$ cat src/rtl/dbt_pkg.sv
package dbt_pkg;

    // Command codes seen on cmd_i
    localparam logic [3:0] CMD_NOP  = 4'd0;
    localparam logic [3:0] CMD_ACT  = 4'd1;
    localparam logic [3:0] CMD_RD   = 4'd2;
    localparam logic [3:0] CMD_WR   = 4'd3;
    localparam logic [3:0] CMD_PRE  = 4'd4;
    localparam logic [3:0] CMD_PREA = 4'd5;
    localparam logic [3:0] CMD_RDA  = 4'd6;
    localparam logic [3:0] CMD_WRA  = 4'd7;
    localparam logic [3:0] CMD_REF  = 4'd8;

    // Operation handed to one bank after the verdict
    typedef enum logic [2:0] {
        BOP_NONE,
        BOP_ACT,
        BOP_RD,
        BOP_WR,
        BOP_PRE,
        BOP_RDA,
        BOP_WRA,
        BOP_REF
    } bank_op_e;

endpackage

$ cat src/rtl/dbt_bank.sv
module dbt_bank
    import dbt_pkg::*;
#(
    parameter int ROW_W   = 13,
    parameter int CNT_W   = 6,
    parameter int T_RCD   = 3,
    parameter int T_RAS   = 5,
    parameter int T_RP    = 3,
    parameter int T_RTP   = 2,
    parameter int T_WRPRE = 6,
    parameter int T_RFC   = 6
) (
    input  logic             clk,
    input  logic             rst_n,
    input  bank_op_e         op_i,
    input  logic [ROW_W-1:0] row_i,
    output logic             active_o,
    output logic [ROW_W-1:0] row_o,
    output logic             rw_ready_o,
    output logic             pre_ready_o,
    output logic             act_ready_o
);

    localparam int T_RC = T_RAS + T_RP;
    localparam logic [CNT_W-1:0] L_RCD = CNT_W'(T_RCD - 1);
    localparam logic [CNT_W-1:0] L_RAS = CNT_W'(T_RAS - 1);
    localparam logic [CNT_W-1:0] L_RP  = CNT_W'(T_RP - 1);
    localparam logic [CNT_W-1:0] L_RC  = CNT_W'(T_RC - 1);
    localparam logic [CNT_W-1:0] L_RTP = CNT_W'(T_RTP - 1);
    localparam logic [CNT_W-1:0] L_WRP = CNT_W'(T_WRPRE - 1);
    localparam logic [CNT_W-1:0] L_RFC = CNT_W'(T_RFC - 1);
    localparam logic [CNT_W-1:0] K_RP  = CNT_W'(T_RP);

    typedef struct packed {
        logic             active;
        logic [ROW_W-1:0] row;
        logic [CNT_W-1:0] to_rw;   // open -> access window
        logic [CNT_W-1:0] to_pre;  // open/access -> close window
        logic [CNT_W-1:0] to_act;  // close/refresh -> open window
    } bank_st_t;

    bank_st_t st_q, st_d;
    logic [CNT_W-1:0] close_at;

    function automatic logic [CNT_W-1:0] dec(input logic [CNT_W-1:0] v);
        return (v == '0) ? '0 : v - 1'b1;
    endfunction

    function automatic logic [CNT_W-1:0] mx(input logic [CNT_W-1:0] a,
                                            input logic [CNT_W-1:0] b);
        return (a > b) ? a : b;
    endfunction

    always_comb begin
        st_d        = st_q;
        st_d.to_rw  = dec(st_q.to_rw);
        st_d.to_pre = dec(st_q.to_pre);
        st_d.to_act = dec(st_q.to_act);
        close_at    = '0;
        unique case (op_i)
            BOP_ACT: begin
                st_d.active = 1'b1;
                st_d.row    = row_i;
                st_d.to_rw  = L_RCD;
                st_d.to_pre = mx(st_d.to_pre, L_RAS);
                st_d.to_act = mx(st_d.to_act, L_RC);
            end
            BOP_RD: st_d.to_pre = mx(st_d.to_pre, L_RTP);
            BOP_WR: st_d.to_pre = mx(st_d.to_pre, L_WRP);
            BOP_PRE: begin
                st_d.active = 1'b0;
                st_d.to_act = mx(st_d.to_act, L_RP);
            end
            BOP_RDA, BOP_WRA: begin
                close_at    = mx(st_d.to_pre, (op_i == BOP_RDA) ? L_RTP : L_WRP);
                st_d.active = 1'b0;
                st_d.to_pre = close_at;
                st_d.to_act = mx(st_d.to_act, close_at + K_RP);
            end
            BOP_REF: st_d.to_act = mx(st_d.to_act, L_RFC);
            default: ;
        endcase
    end

    always_ff @(posedge clk or negedge rst_n) begin
        if (!rst_n) st_q <= '0;
        else        st_q <= st_d;
    end

    assign active_o    = st_q.active;
    assign row_o       = st_q.row;
    assign rw_ready_o  = (st_q.to_rw == '0);
    assign pre_ready_o = (st_q.to_pre == '0);
    assign act_ready_o = (st_q.to_act == '0);

    AST_ACCESS_OPEN_ROW: assert property (@(posedge clk) disable iff (!rst_n)
        (op_i inside {BOP_RD, BOP_WR, BOP_RDA, BOP_WRA}) |-> (st_q.active && st_q.to_rw == '0));
    AST_OPEN_ONLY_IDLE: assert property (@(posedge clk) disable iff (!rst_n)
        (op_i == BOP_ACT) |-> (!st_q.active && st_q.to_act == '0));
    AST_CLOSE_WINDOW: assert property (@(posedge clk) disable iff (!rst_n)
        (op_i == BOP_PRE) |-> (st_q.to_pre == '0));
    AST_AUTO_CLOSES: assert property (@(posedge clk) disable iff (!rst_n)
        (op_i inside {BOP_RDA, BOP_WRA}) |=> !st_q.active);

endmodule

$ cat src/rtl/dram_bank_tracker.sv
module dram_bank_tracker
    import dbt_pkg::*;
#(
    parameter int NUM_BANKS = 4,
    parameter int ROW_W     = 13,
    parameter int T_RCD     = 3,
    parameter int T_RRD     = 3,
    parameter int T_RAS     = 5,
    parameter int T_RP      = 3,
    parameter int T_RTP     = 2,
    parameter int T_WL      = 2,
    parameter int T_BURST   = 2,
    parameter int T_WR      = 2,
    parameter int T_RFC     = 6,
    localparam int NB_W     = $clog2(NUM_BANKS)
) (
    input  logic                       clk,
    input  logic                       rst_n,
    input  logic [3:0]                 cmd_i,
    input  logic [NB_W-1:0]            bank_i,
    input  logic [ROW_W-1:0]           row_i,
    output logic                       legal_o,
    output logic                       illegal_o,
    output logic [NUM_BANKS-1:0]       bank_active_o,
    output logic [NUM_BANKS*ROW_W-1:0] open_row_o
);

    localparam int T_WRPRE = T_WL + T_BURST + T_WR;
    localparam int SPAN    = T_RAS + T_RP + T_RTP + T_WRPRE + T_RFC + T_RRD + T_RCD + 2;
    localparam int CNT_W   = $clog2(SPAN);
    localparam logic [CNT_W-1:0] L_RRD = CNT_W'(T_RRD - 1);

    typedef struct packed {
        logic [CNT_W-1:0] rrd;
    } top_st_t;

    top_st_t st_q, st_d;

    bank_op_e           ops       [NUM_BANKS];
    logic [NUM_BANKS-1:0] act_w, rw_rdy, pre_rdy, act_rdy;
    logic               ok, all_closable, all_quiet;

    genvar g;
    generate
        for (g = 0; g < NUM_BANKS; g++) begin : g_bank
            dbt_bank #(
                .ROW_W(ROW_W), .CNT_W(CNT_W), .T_RCD(T_RCD), .T_RAS(T_RAS),
                .T_RP(T_RP), .T_RTP(T_RTP), .T_WRPRE(T_WRPRE), .T_RFC(T_RFC)
            ) u_bank (
                .clk(clk), .rst_n(rst_n), .op_i(ops[g]), .row_i(row_i),
                .active_o(act_w[g]), .row_o(open_row_o[g*ROW_W +: ROW_W]),
                .rw_ready_o(rw_rdy[g]), .pre_ready_o(pre_rdy[g]), .act_ready_o(act_rdy[g])
            );
        end
    endgenerate

    // Verdict on the command present this cycle
    always_comb begin
        all_closable = 1'b1;
        all_quiet    = 1'b1;
        for (int b = 0; b < NUM_BANKS; b++) begin
            if (act_w[b] && !pre_rdy[b]) all_closable = 1'b0;
            if (act_w[b] || !act_rdy[b]) all_quiet    = 1'b0;
        end
        unique case (cmd_i)
            CMD_NOP:                         ok = 1'b1;
            CMD_ACT:                         ok = !act_w[bank_i] && act_rdy[bank_i] && (st_q.rrd == '0);
            CMD_RD, CMD_WR, CMD_RDA, CMD_WRA: ok = act_w[bank_i] && rw_rdy[bank_i];
            CMD_PRE:                         ok = !act_w[bank_i] || pre_rdy[bank_i];
            CMD_PREA:                        ok = all_closable;
            CMD_REF:                         ok = all_quiet;
            default:                         ok = 1'b0;
        endcase
    end

    // Fan the accepted command out to the banks
    always_comb begin
        for (int b = 0; b < NUM_BANKS; b++) begin
            ops[b] = BOP_NONE;
            if (ok) begin
                unique case (cmd_i)
                    CMD_ACT:  if (NB_W'(b) == bank_i) ops[b] = BOP_ACT;
                    CMD_RD:   if (NB_W'(b) == bank_i) ops[b] = BOP_RD;
                    CMD_WR:   if (NB_W'(b) == bank_i) ops[b] = BOP_WR;
                    CMD_RDA:  if (NB_W'(b) == bank_i) ops[b] = BOP_RDA;
                    CMD_WRA:  if (NB_W'(b) == bank_i) ops[b] = BOP_WRA;
                    CMD_PRE:  if (NB_W'(b) == bank_i && act_w[b]) ops[b] = BOP_PRE;
                    CMD_PREA: if (act_w[b]) ops[b] = BOP_PRE;
                    CMD_REF:  ops[b] = BOP_REF;
                    default:  ;
                endcase
            end
        end
    end

    always_comb begin
        st_d     = st_q;
        st_d.rrd = (st_q.rrd == '0) ? '0 : st_q.rrd - 1'b1;
        if (ok && cmd_i == CMD_ACT) st_d.rrd = L_RRD;
    end

    always_ff @(posedge clk or negedge rst_n) begin
        if (!rst_n) st_q <= '0;
        else        st_q <= st_d;
    end

    assign legal_o       = ok && (cmd_i != CMD_NOP);
    assign illegal_o     = !ok;
    assign bank_active_o = act_w;

    // Independent count of cycles since the last accepted activate
    logic [CNT_W-1:0] since_act_q;
    always_ff @(posedge clk or negedge rst_n) begin
        if (!rst_n)                            since_act_q <= CNT_W'(T_RRD);
        else if (legal_o && cmd_i == CMD_ACT)  since_act_q <= CNT_W'(1);
        else if (since_act_q < CNT_W'(T_RRD))  since_act_q <= since_act_q + 1'b1;
    end

    AST_FLAGS_EXCLUSIVE: assert property (@(posedge clk) disable iff (!rst_n)
        !(legal_o && illegal_o));
    AST_REFUSED_FROZEN: assert property (@(posedge clk) disable iff (!rst_n)
        illegal_o |=> ($stable(bank_active_o) && $stable(open_row_o)));
    AST_REFRESH_IDLE: assert property (@(posedge clk) disable iff (!rst_n)
        (legal_o && cmd_i == CMD_REF) |-> (bank_active_o == '0));
    AST_CLOSE_ALL: assert property (@(posedge clk) disable iff (!rst_n)
        (legal_o && cmd_i == CMD_PREA) |=> (bank_active_o == '0));
    AST_OPEN_TARGET: assert property (@(posedge clk) disable iff (!rst_n)
        (legal_o && cmd_i == CMD_ACT) |=> bank_active_o[$past(bank_i)]);
    AST_ACT_SPACING: assert property (@(posedge clk) disable iff (!rst_n)
        (legal_o && cmd_i == CMD_ACT) |-> (since_act_q >= CNT_W'(T_RRD)));

endmodule

$ cat config.mk
export PLATFORM = sky130hd
export DESIGN_NAME = dram_bank_tracker
export DESIGN_NICKNAME = d
export VERILOG_FILES = /design/src/rtl/dbt_pkg.sv /design/src/rtl/dbt_bank.sv /design/src/rtl/dram_bank_tracker.sv
export SDC_FILE = /design/constraint.sdc
export NUM_CORES = 1
export LEC_CHECK = 0
export BUFFER_PORTS_ARGS = -buffer_cell sky130_fd_sc_hd__buf_2
export CAP_MARGIN = 20
export CORE_MARGIN = 5
export CORE_UTILIZATION = 65
export CTS_BUF_LIST = sky130_fd_sc_hd__clkbuf_4 sky130_fd_sc_hd__clkbuf_8
export CTS_CLUSTER_SIZE = 40
export DETAILED_ROUTE_END_ITERATION = 10
export PLACE_DENSITY = 0.86
export SETUP_SLACK_MARGIN = 0.5
export SYNTH_ARGS = -nofsm -noshare
export SYNTH_HDL_FRONTEND = slang
export SYNTH_HIERARCHICAL = 1
export SYNTH_SLANG_ARGS = --single-unit
export TNS_END_PERCENT = 1
$ cat constraint.sdc
create_clock -name clk -period 14.2 [get_ports clk]
set_clock_uncertainty 0.15 [all_clocks]
set_input_delay 1.42 -clock clk [delete_from_list [all_inputs] [get_ports clk]]
set_output_delay 1.42 -clock clk [all_outputs]
set_load 0.005 [all_outputs]
==> metrics.cfg, run 1 <==
[setup_path]
critical_path.endpoint = g_bank[1].u_bank/st_q[4]
worstRegToRegCells = 27
crit_start = g_bank[0].u_bank/st_q[5]
path_common_cell = ha_1
crit_family = compound AO/OA/AOI/OAI gates
path_max_fanout = 14
crit-reg2reg-launch = g_bank[0].u_bank/st_q[5]
crit_path_max_incr_delay_ps = 710
crit_path_end_kind = register
worstSetupStartpointType = register
timing.rr.end = g_bank[1].u_bank/st_q[4]
critical_path_arrival_ps = 8200
crit_buf_inv = 3
cp_slowest_cell = a31oi_1
cp.depth = 27
required_ps = 14390
criticalPathCategory = reg2reg
r2r_setup_slack_ps = 6190

[place]
routabilityCongestion = 0.979
place_ws_ps = 6240
io_buffers = 78
dp_hpwl_mm = 16.8
placed_area_um2 = 9600

[detailed_routing]
firstDrtPassIters = 6
drc = 0
drt-total-wl_mm = 23.0
vias_per_cell = 6.21
routedWlPerCell_um = 17.1
ant_nets = 0
num_vias = 8361
drtIter0Drc = 820

[timing]
post-route-min-period_ps = 8010
fmax_mhz = 125
maxSlewViolCount = 0
setup-violations-final = 0
slew_headroom_pct = 34.7
hold_viol = 0
rsz0062_at_grt = no
setup_ws_ps = 6190
timing.setup.tns_ps = 0
timing.final.crit_share_pct = 56.4
worst_pin_slew_ps = 976

[power]
internal-power_mw = 1.31
seq_power_share_pct = 25.5
peakVddDrop_uv = 156
comb_power_share_pct = 62.4
clock_power_share_pct = 12.1
switching_share_pct = 48.4
power.density_nw_per_um2 = 253
switchingPower_mw = 1.23
leakage_nw = 4.65

[cts]
clkLatencyLatePin_ps = 450
cts-root-buf = clkbuf_8
post_cts_buffers = 0
hold_buffers = 0
tritoncts = done
cts_buffers = 17
cts.sinks = 121
cts_resized = 0
cts_buffer_depth = 2
htreeDepth = 4
clk_pin_slew_worst_paths_ps = 90

[floorplan]
fp.dieW_um = 131
core-area_um2 = 14500
die_h_um = 131
die-area_um2 = 17200
rows = 44
num_io_pins = 79
floorplan.initialDensity_pct = 66.1

[yosys]
synth.area.top_cells = dfrtp_1 (32%), nand2_1 (8.8%), ha_1 (7.6%), buf_4 (4.4%), nor2_1 (2.9%)
synth.distinct_cells = 82
yosys_register_bits = 121
avgSynthCellArea_um2 = 8.43
syn_inst = 1135
yosys_warnings = 6
syn_nets = 1214
yosysSeqAreaShare_pct = 31.7
synth.top_cell.area_share_pct = 31.7
synth_edf_count = 0
synth-main-ff-cell = dfrtp_1
netlist_area_um2 = 9570
synth-async-reset-ratio_pct = 100
yosysTopAreaCell = dfrtp_1

[run]
drv_cap = 0

[final_layout]
antennaDiodeCount = 0
syn_to_final_growth_pct = 4.75
multi_input_area_um2 = 5620
fillers = 1141
design_area_um2 = 10000
fin_nets = 1228
drive_gt1_share_pct = 17.6
ff_latch_area_um2 = 3030

[global_route]
grt_pass1_wl_mm = 38.3
grt_pass1_vias = 7972
grt_max_degree = 83
gr-usage-all-layers_pct = 26.1
gr-total-overflow = 0
antenna_found_initial = 0

[worst_hold_path]
min_path_type = reg2reg
min-delay-start = g_bank[0].u_bank/st_q[10]

[outcome]
status = complete, no violations

[power by group through the flow]
stage	sequential, mW	clock, mW	combinational (mW)
after floorplan	0.601	0	1.33
after global placement	0.645	0	1.50
after detailed placement	0.648	0	1.55
after CTS	0.644	0.312	1.56
after global routing	0.670	0.327	1.77
final	0.648	0.307	1.58
[registers in the layout (all words and copies together) (netlist names)]
register / cells
g_bank.u_bank/st_q: 60
g_bank.u_bank/row_o: 52
st_q: 5
g_bank.u_bank/active_o: 4
[worst min-delay path by stage]
stage | to | slack [ps] | depth (start not counted)
6_report | g_bank[0].u_bank/st_q[10] | 310 | 1
5_1_grt | g_bank[0].u_bank/st_q[10] | 340 | 1
4_1_cts | g_bank[0].u_bank/st_q[10] | 310 | 1
3_5_place_dp | g_bank[0].u_bank/st_q[10] | 300 | 1
3_3_place_gp | st_q[0] | 290 | 1
2_1_floorplan | st_q[0] | 280 | 1
[routing by layer]
| metal | global-route usage [%] | vias to the layer above | share of wire [%] |
|---|---|---|---|
| li1 | - | 4027 | - |
| met1 | 36.1 | 3949 | 44 |
| met2 | 42.0 | 341 | 47 |
| met3 | 4.17 | 44 | 6.5 |
| met4 | 8.57 | 0 | 2.3 |
| met5 | 0 | - | 0 |
[kinds of logic (layout without fill, tap and decap cells)]
family,after synthesis,after routing,share of synthesized area [%]
mux,8,8,1.53
flops,121,121,31.7
xor+xnor,13,13,1.19
compound gates,297,297,24.3
buf+inv,166,193,9.63
fa+ha+maj,58,58,7.59
simple gates,472,472,24.1
[cells in the final DEF (no fill, tap or decap), types with 11 or more instances in the layout]
cell type,count
a21oi_1,48
o21ai_0,50
nor2b_1,17
clkbuf_8,17
dfrtp_1,121
inv_1,73
buf_2,77
nor3b_1,11
a211oi_1,17
nand2_1,225
or2_2,15
nor3_1,30
nor2_1,74
nand2b_1,32
a31oi_1,36
ha_1,58
o31ai_1,11
[synthesized netlist by cell type, types with 8 or more instances]
cell	number
nand2_1	225
dfrtp_1	121
nor2_1	74
inv_1	73
ha_1	58
buf_4	56
o21ai_0	50
a21oi_1	48
a31oi_1	36
nand2b_1	32
nor3_1	30
clkbuf_1	21
a211oi_1	17
nor2b_1	17
or2_2	15
buf_6	11
nor3b_1	11
o31ai_1	11
a2bb2oi_1	10
xnor2_1	10
a211o_1	8
o22ai_1	8
or3_1	8
[final cells by class]
cell class,instances,area share (%)
multi-input combinational,848,56.1
clock buffer,17,2.33
inverter,73,2.73
tap,184,2.30
timing repair buffer,88,4.87
clock inverter,15,1.49
sequential,121,30.2
[worst reg2reg max path: cells and delay by family (launching register included)]
family	cells	cell delay, ps
flip-flops	1	470
AO/OA/AOI/OAI	9	3000
AND/OR/NAND/NOR	11	2630
buffers and inverters	3	420
adder cells (fa/ha/maj)	4	1230
[per-stage QoR]
step	util (%)	hold WS, ps	std cells	power (mW)
after CTS	69.0	313	1344	2.52
final	69.2	310	1346	2.54
after global routing	69.2	339	1346	2.77
after detailed placement	66.3	301	1312	2.20
after floorplan	-	277	1135	1.93
after global placement	66.3	292	1312	2.15
No activity file was read; power rests on OpenSTA's default activity.
==> run 2: changes to the inputs <==
--- a/config.mk
+++ b/config.mk
@@ -8,11 +8,11 @@
 export BUFFER_PORTS_ARGS = -buffer_cell sky130_fd_sc_hd__buf_2
 export CAP_MARGIN = 20
 export CORE_MARGIN = 5
-export CORE_UTILIZATION = 65
+export CORE_UTILIZATION = 63
 export CTS_BUF_LIST = sky130_fd_sc_hd__clkbuf_4 sky130_fd_sc_hd__clkbuf_8
 export CTS_CLUSTER_SIZE = 40
 export DETAILED_ROUTE_END_ITERATION = 10
-export PLACE_DENSITY = 0.86
+export PLACE_DENSITY = 0.83
 export SETUP_SLACK_MARGIN = 0.5
 export SYNTH_ARGS = -nofsm -noshare
 export SYNTH_HDL_FRONTEND = slang
==> constraint.sdc (replaced) <==
create_clock -name clk -period 8.07 [get_ports clk]
set_clock_uncertainty 0.15 [all_clocks]
set_input_delay 0.807 -clock clk [delete_from_list [all_inputs] [get_ports clk]]
set_output_delay 0.807 -clock clk [all_outputs]
set_load 0.005 [all_outputs]
==> run 2 against run 1 <==
Clock power rose by 94%. Worst setup slack got worse by 5400 ps. Power rose by 83%. Hold slack got worse by 150 ps. Core utilization fell by 1.3 points.
==> metrics.cfg, run 2 (synthesized netlist as in run 1, its figures left out) <==
[timing]
fmax_mhz = 137  ; +9.8%
rsz0062_at_grt = no
setup-violations-final = 0  ; unchanged
hold_viol = 0  ; unchanged
timing.setup.tns_ps = 0  ; unchanged
post-route-min-period_ps = 7300  ; -714 ps
timing.final.crit_share_pct = 90.5  ; +34 points
slew_headroom_pct = 29.6  ; -5.1 points
maxSlewViolCount = 0  ; unchanged
worst_pin_slew_ps = 1050  ; +76.5 ps

[cts]
clk_pin_slew_worst_paths_ps = 90  ; about the same
htreeDepth = 4  ; unchanged
cts_buffer_depth = 2  ; unchanged
post_cts_buffers = 0  ; unchanged
cts_buffers = 17  ; unchanged
cts.sinks = 121  ; unchanged
cts-root-buf = clkbuf_8
clkLatencyLatePin_ps = 460  ; about the same
tritoncts = done
hold_buffers = 0  ; unchanged

[floorplan]
core-area_um2 = 15000  ; +3.8%
fp.dieW_um = 133  ; +1.5%
num_io_pins = 79  ; unchanged
rows = 45  ; +2.3%
floorplan.initialDensity_pct = 63.6  ; -2.4 points
die_h_um = 133  ; +1.5%
die-area_um2 = 17800  ; +2.9%

[global_route]
grt_max_degree = 80  ; -3.6%
gr-usage-all-layers_pct = 26.4  ; +0.34 points
gr-total-overflow = 0  ; unchanged
grt_pass1_wl_mm = 38.7  ; +0.96%
grt_pass1_vias = 7894  ; -0.98%
antenna_found_initial = 0  ; unchanged

[power]
leakage_nw = 4.71  ; +1.3%
finalPower_mw = 4.64  ; +83%
power.density_nw_per_um2 = 454  ; +79%
peakVddDrop_uv = 287  ; +83%

[setup_path]
cp_slowest_cell = or4b_4
r2r_setup_slack_ps = 770  ; -5420 ps
crit-reg2reg-launch = g_bank[0].u_bank/st_q[5]
crit_path_max_incr_delay_ps = 520  ; -190 ps
path_max_fanout = 14  ; unchanged
path_common_cell = ha_1
criticalPathCategory = reg2reg
worstSetupStartpointType = register
timing.rr.end = g_bank[2].u_bank/st_q[4]
critical_path_arrival_ps = 7510  ; -690 ps
required_ps = 8270  ; -6120 ps
crit_path_end_kind = register
worstRegToRegCells = 28  ; +3.7%

[final_layout]
post-route-util_pct = 68.0  ; -1.3 points
drive_gt1_share_pct = 19.3  ; +1.7 points
syn_to_final_growth_pct = 6.79
fin_nets = 1234  ; +0.49%
layout_common_cells = nand2_1 (225), dfrtp_1 (120), buf_2 (77), nor2_1 (74), inv_1 (70)
antennaDiodeCount = 0  ; unchanged
final_common_cell = nand2_1
largest_reg_flops = 60  ; unchanged
largest_register = g_bank.u_bank/st_q

[place]
routabilityCongestion = 0.940  ; -4.0%
io_buffers = 78  ; unchanged
dp_hpwl_mm = 17.1  ; +1.7%

[detailed_routing]
vias_per_cell = 6.25  ; +0.60%
drc = 0  ; unchanged
firstDrtPassIters = 5  ; -1
drt-total-wl_mm = 23.6  ; +2.7%
drtIter0Drc = 692  ; -16%
num_vias = 8474  ; +1.4%
routedWlPerCell_um = 17.4  ; +2.0%
ant_nets = 0  ; unchanged

[worst_hold_path]
min_path_type = in2async

[outcome]
status = complete, no violations

[run]
drv_cap = 0  ; unchanged

run 2: power breakdown:
part / leakage (nW) / internal, mW / switching [mW]
Sequential: 1.53 / 0.877 / 0.266
Clock: 0.218 / 0.298 / 0.297
Combinational: 2.96 / 1.25 / 1.65
Total: 4.71 / 2.42 / 2.22
run 2: final cells by class:
type | instances | area [um^2]
clock buffers | 18 | 248
clock inverters | 14 | 175
fillers | 1205 | 4820
inverters | 73 | 282
multi-input cells | 848 | 5710
flip-flops and latches | 121 | 3030
well taps | 188 | 235
repair buffers | 94 | 539
run 2: how the worst max path moves through the flow:
stage                                   startpoint                  endpoint  slack (ps)
after floorplan           g_bank[0].u_bank/st_q[5]  g_bank[0].u_bank/st_q[4]        1210
after global placement    g_bank[0].u_bank/st_q[5]  g_bank[2].u_bank/st_q[4]         640
after detailed placement  g_bank[1].u_bank/st_q[5]  g_bank[2].u_bank/st_q[4]         510
after CTS                 g_bank[1].u_bank/st_q[5]  g_bank[1].u_bank/st_q[4]         520
after global routing      g_bank[0].u_bank/st_q[5]  g_bank[2].u_bank/st_q[4]         460
final                     g_bank[0].u_bank/st_q[5]  g_bank[2].u_bank/st_q[4]         770
run 2: metrics by stage:
| stage | cells | worst slack [ps] | area, um^2 | hold WS (ps) |
|---|---|---|---|---|
| after floorplan | 1135 | 1210 | 9570 | 277 |
| after global placement | 1322 | 640 | 9650 | 293 |
| after detailed placement | 1322 | 512 | 9650 | 301 |
| after CTS | 1354 | 520 | 10100 | 154 |
| after global routing | 1356 | 463 | 10200 | 183 |
| final | 1356 | 769 | 10200 | 159 |
run 2: what timing repair did:
action                     in CTS  in global routing
setup endpoints to repair       1                 19
gates resized for setup         1                 22
cloned                          0                  0
run 2: worst max-delay path, delay by kind of cell (launching register included):
| kind | cells | cell delay, ps |
|---|---|---|
| AO/OA/AOI/OAI | 8 | 2060 |
| adder cells (fa/ha/maj) | 4 | 1230 |
| buffers and inverters | 4 | 570 |
| flip-flops | 1 | 470 |
| AND/OR/NAND/NOR | 12 | 2720 |
run 2: routing by layer:
metal,share of wire (%),GRT usage (%),up-vias
met3,6.6,4.83,57
met4,2.9,9.60,0
met5,0,0,-
met1,43,35.3,4016
met2,47,43.2,371
li1,-,-,4030
==> run 3: changes to the inputs <==
--- a/config.mk
+++ b/config.mk
@@ -5,14 +5,16 @@
 export SDC_FILE = /design/constraint.sdc
 export NUM_CORES = 1
 export LEC_CHECK = 0
+export ABC_AREA = 1
 export BUFFER_PORTS_ARGS = -buffer_cell sky130_fd_sc_hd__buf_2
 export CAP_MARGIN = 20
+export CORE_ASPECT_RATIO = 1.1
 export CORE_MARGIN = 5
 export CORE_UTILIZATION = 63
 export CTS_BUF_LIST = sky130_fd_sc_hd__clkbuf_4 sky130_fd_sc_hd__clkbuf_8
 export CTS_CLUSTER_SIZE = 40
 export DETAILED_ROUTE_END_ITERATION = 10
-export PLACE_DENSITY = 0.83
+export PLACE_DENSITY = 0.84
 export SETUP_SLACK_MARGIN = 0.5
 export SYNTH_ARGS = -nofsm -noshare
 export SYNTH_HDL_FRONTEND = slang
==> constraint.sdc (replaced) <==
create_clock -name clk -period 7.5 [get_ports clk]
set_clock_uncertainty 0.15 [all_clocks]
set_input_delay 0.75 -clock clk [delete_from_list [all_inputs] [get_ports clk]]
set_output_delay 0.75 -clock clk [all_outputs]
set_load 0.005 [all_outputs]
==> run 3 against run 2 <==
Count of clock-buffer cells in the layout did not move. Global-route usage fell by 1.1 points. Critical path depth is 6 higher. Synthesized cell count grew 14%. Worst setup slack better by 1100 ps. Core utilization about the same. Cell count up 13%. Area after synthesis decreased by 3.9%. Maximum frequency is 31% higher. Critical endpoint unchanged. Largest cell class unchanged. Highest routed layer is now met5.
==> metrics.cfg, run 3 <==
[outcome]
status = complete, no violations

[yosys]
synth_edf_count = 0  ; unchanged
synth.area.top_cells = dfrtp_1 (33%), nand2_1 (16%), ha_1 (7.9%), inv_1 (7.5%), nor2_1 (4.8%)
yosysSeqAreaShare_pct = 32.9  ; +1.3 points
avgSynthCellArea_um2 = 7.13  ; -15%
yosys_register_bits = 121  ; unchanged
syn_nets = 1369  ; +13%
synth-async-reset-ratio_pct = 100  ; unchanged
yosysTopAreaCell = dfrtp_1
yosys_warnings = 6  ; unchanged
netlist_area_um2 = 9200  ; -3.9%
synth-main-ff-cell = dfrtp_1
synth.top_cell.area_share_pct = 32.9  ; +1.3 points
synth_common_cells = nand2_1 (398), inv_1 (184), dfrtp_1 (121), nor2_1 (118), nand3_1 (59)
synth.distinct_cells = 43  ; -48%
yosysMostFrequentCell = nand2_1
syn_inst = 1290  ; +14%

[final_layout]
syn_to_final_growth_pct = 6.29
layout_common_cells = nand2_1 (398), inv_1 (184), dfrtp_1 (121), nor2_1 (118), buf_2 (77)
largest_reg_flops = 60  ; unchanged
drive_gt1_share_pct = 15.4  ; -3.9 points
largest_register = g_bank.u_bank/st_q
fin_nets = 1405  ; +14%
antennaDiodeCount = 0  ; unchanged
final_common_cell = nand2_1

[cts]
cts-root-buf = clkbuf_8
post_cts_buffers = 0  ; unchanged
hold_buffers = 0  ; unchanged
cts_resized = 0  ; -1
clk_pin_slew_worst_paths_ps = 90  ; about the same
clkLatencyLatePin_ps = 460  ; about the same
tritoncts = done
cts_buffers = 17  ; unchanged
htreeDepth = 4  ; unchanged
cts_buffer_depth = 2  ; unchanged
cts.sinks = 121  ; unchanged

[setup_path]
critical_path_arrival_ps = 5780  ; -1730 ps
crit-reg2reg-launch = g_bank[2].u_bank/st_q[5]
crit_path_end_kind = register
path_max_fanout = 14  ; unchanged
crit_path_max_incr_delay_ps = 410  ; -110 ps
criticalPathCategory = reg2reg
cp_slowest_cell = nor2_1
crit_start = g_bank[2].u_bank/st_q[5]
required_ps = 7680  ; -590 ps
worstSetupStartpointType = register

[detailed_routing]
drc = 0  ; unchanged
firstDrtPassIters = 5  ; unchanged
vias_per_cell = 5.33  ; -15%
num_vias = 8160  ; -3.7%
ant_nets = 0  ; unchanged
drtIter0Drc = 596  ; -14%
routedWlPerCell_um = 13.8  ; -21%
drt-total-wl_mm = 21.1  ; -11%

[global_route]
grt_pass1_vias = 7766  ; -1.6%
globalRouteMet1Util_pct = 32.1  ; -3.2 points
gr-usage-all-layers_pct = 25.4  ; -1.1 points
antenna_found_initial = 1  ; +1
grt_busiest_layer = met2
use_met3_pct = 4.53  ; -0.31 points
grt_max_degree = 47  ; -41%
grt_pass1_wl_mm = 35.9  ; -7.3%
use_met2_pct = 44.7  ; +1.5 points
gr-total-overflow = 0  ; unchanged

[timing]
worst_pin_slew_ps = 893  ; -160 ps
rsz0062_at_grt = no
slew_headroom_pct = 40.4  ; +11 points
fmax_mhz = 179  ; +31%
timing.setup.tns_ps = 0  ; unchanged
post-route-min-period_ps = 5590  ; -1710 ps
timing.final.crit_share_pct = 74.6  ; -16 points
maxSlewViolCount = 0  ; unchanged
hold_viol = 0  ; unchanged
setup-violations-final = 0  ; unchanged

[floorplan]
core-area_um2 = 14400  ; -4.3%
fp.dieW_um = 125  ; -6.0%
rows = 46  ; +2.2%
die-area_um2 = 17100  ; -3.6%
floorplan.initialDensity_pct = 63.9  ; +0.28 points
num_io_pins = 79  ; unchanged
die_h_um = 137  ; +2.6%

[worst_hold_path]
min_path_type = in2async

[run]
drv_cap = 0  ; unchanged

[place]
dp_hpwl_mm = 16.2  ; -5.1%
io_buffers = 78  ; unchanged
routabilityCongestion = 0.933  ; -0.76%

[run 3: changes by cell type in the layout (fill, tap and decap cells not counted), sizes merged, moves of 14 or more]
cell	change
nand2b	-32
inv	+121
nor3	-19
o211ai	+15
nor2b	-17
nand3	+67
a31oi	-37
o31ai	-17
xor2	+16
nand4	+14
nor2	+65
nand2	+200
[run 3: metrics by stage]
step	cell area (um^2)	instances	util, %	worst slack, ps	hold slack, ps
after floorplan	9200	1290	-	2590	253
after global placement	9400	1499	65.3	2150	266
after detailed placement	9400	1499	65.3	1970	267
after CTS	9770	1531	67.9	1940	91.7
after global routing	9770	1531	67.9	1430	100
final	9770	1531	67.9	1910	77.3
[run 3: critical path: cells and delay by family, from the launching register on]
kind,cells,cell delay (ps)
compound gates,2,590
fa+ha+maj,4,1100
buf+inv,7,770
flops,1,370
simple gates,21,2480
[run 3: layout make-up]
class,instances,area (um^2)
Clock buffer,18,248
Clock inverter,14,128
Fill cell,1270,4610
Inverter,194,728
Multi-Input combinational cell,912,4990
Sequential cell,121,3030
Tap cell,192,240
Timing Repair Buffer,80,408
[run 3: final timing paths]
kind | to | slack, ps | depth (start not counted)
max | g_bank[2].u_bank/st_q[4] | 1910 | 34
min | g_bank[2].u_bank/row_o[6] | 80 | 1
max reg2reg | g_bank[2].u_bank/st_q[4] | 1910 | 34
min reg2reg | g_bank[2].u_bank/st_q[10] | 280 | 1
max in group asynchronous | g_bank[1].u_bank/st_q[9] | 5610 | 3
min in group clk | g_bank[2].u_bank/st_q[10] | 280 | 1
[run 3: routing by layer]
layer / vias to the layer above / wire length [um]
met3: 35 / 894
li1: 4108 / -
met5: - / 13
met4: 2 / 311
met1: 3800 / 9290
met2: 215 / 10600
[run 3: cells by family (layout without fill, tap and decap cells)]
logic type	count (synthesis)	in the layout	synth area share [%]
AOI/OAI and AO/OA	147	147	9.80
xor gates and xnor gates	23	23	2.52
adders and majority gates	58	58	7.89
buffers and inverters	257	306	12.8
DFF	121	121	32.9
and+or+nand+nor	684	684	34.1
Power of run 3 is not shown: default switching activity piles up to over one toggle a cycle in this logic, so the estimate is an artifact.
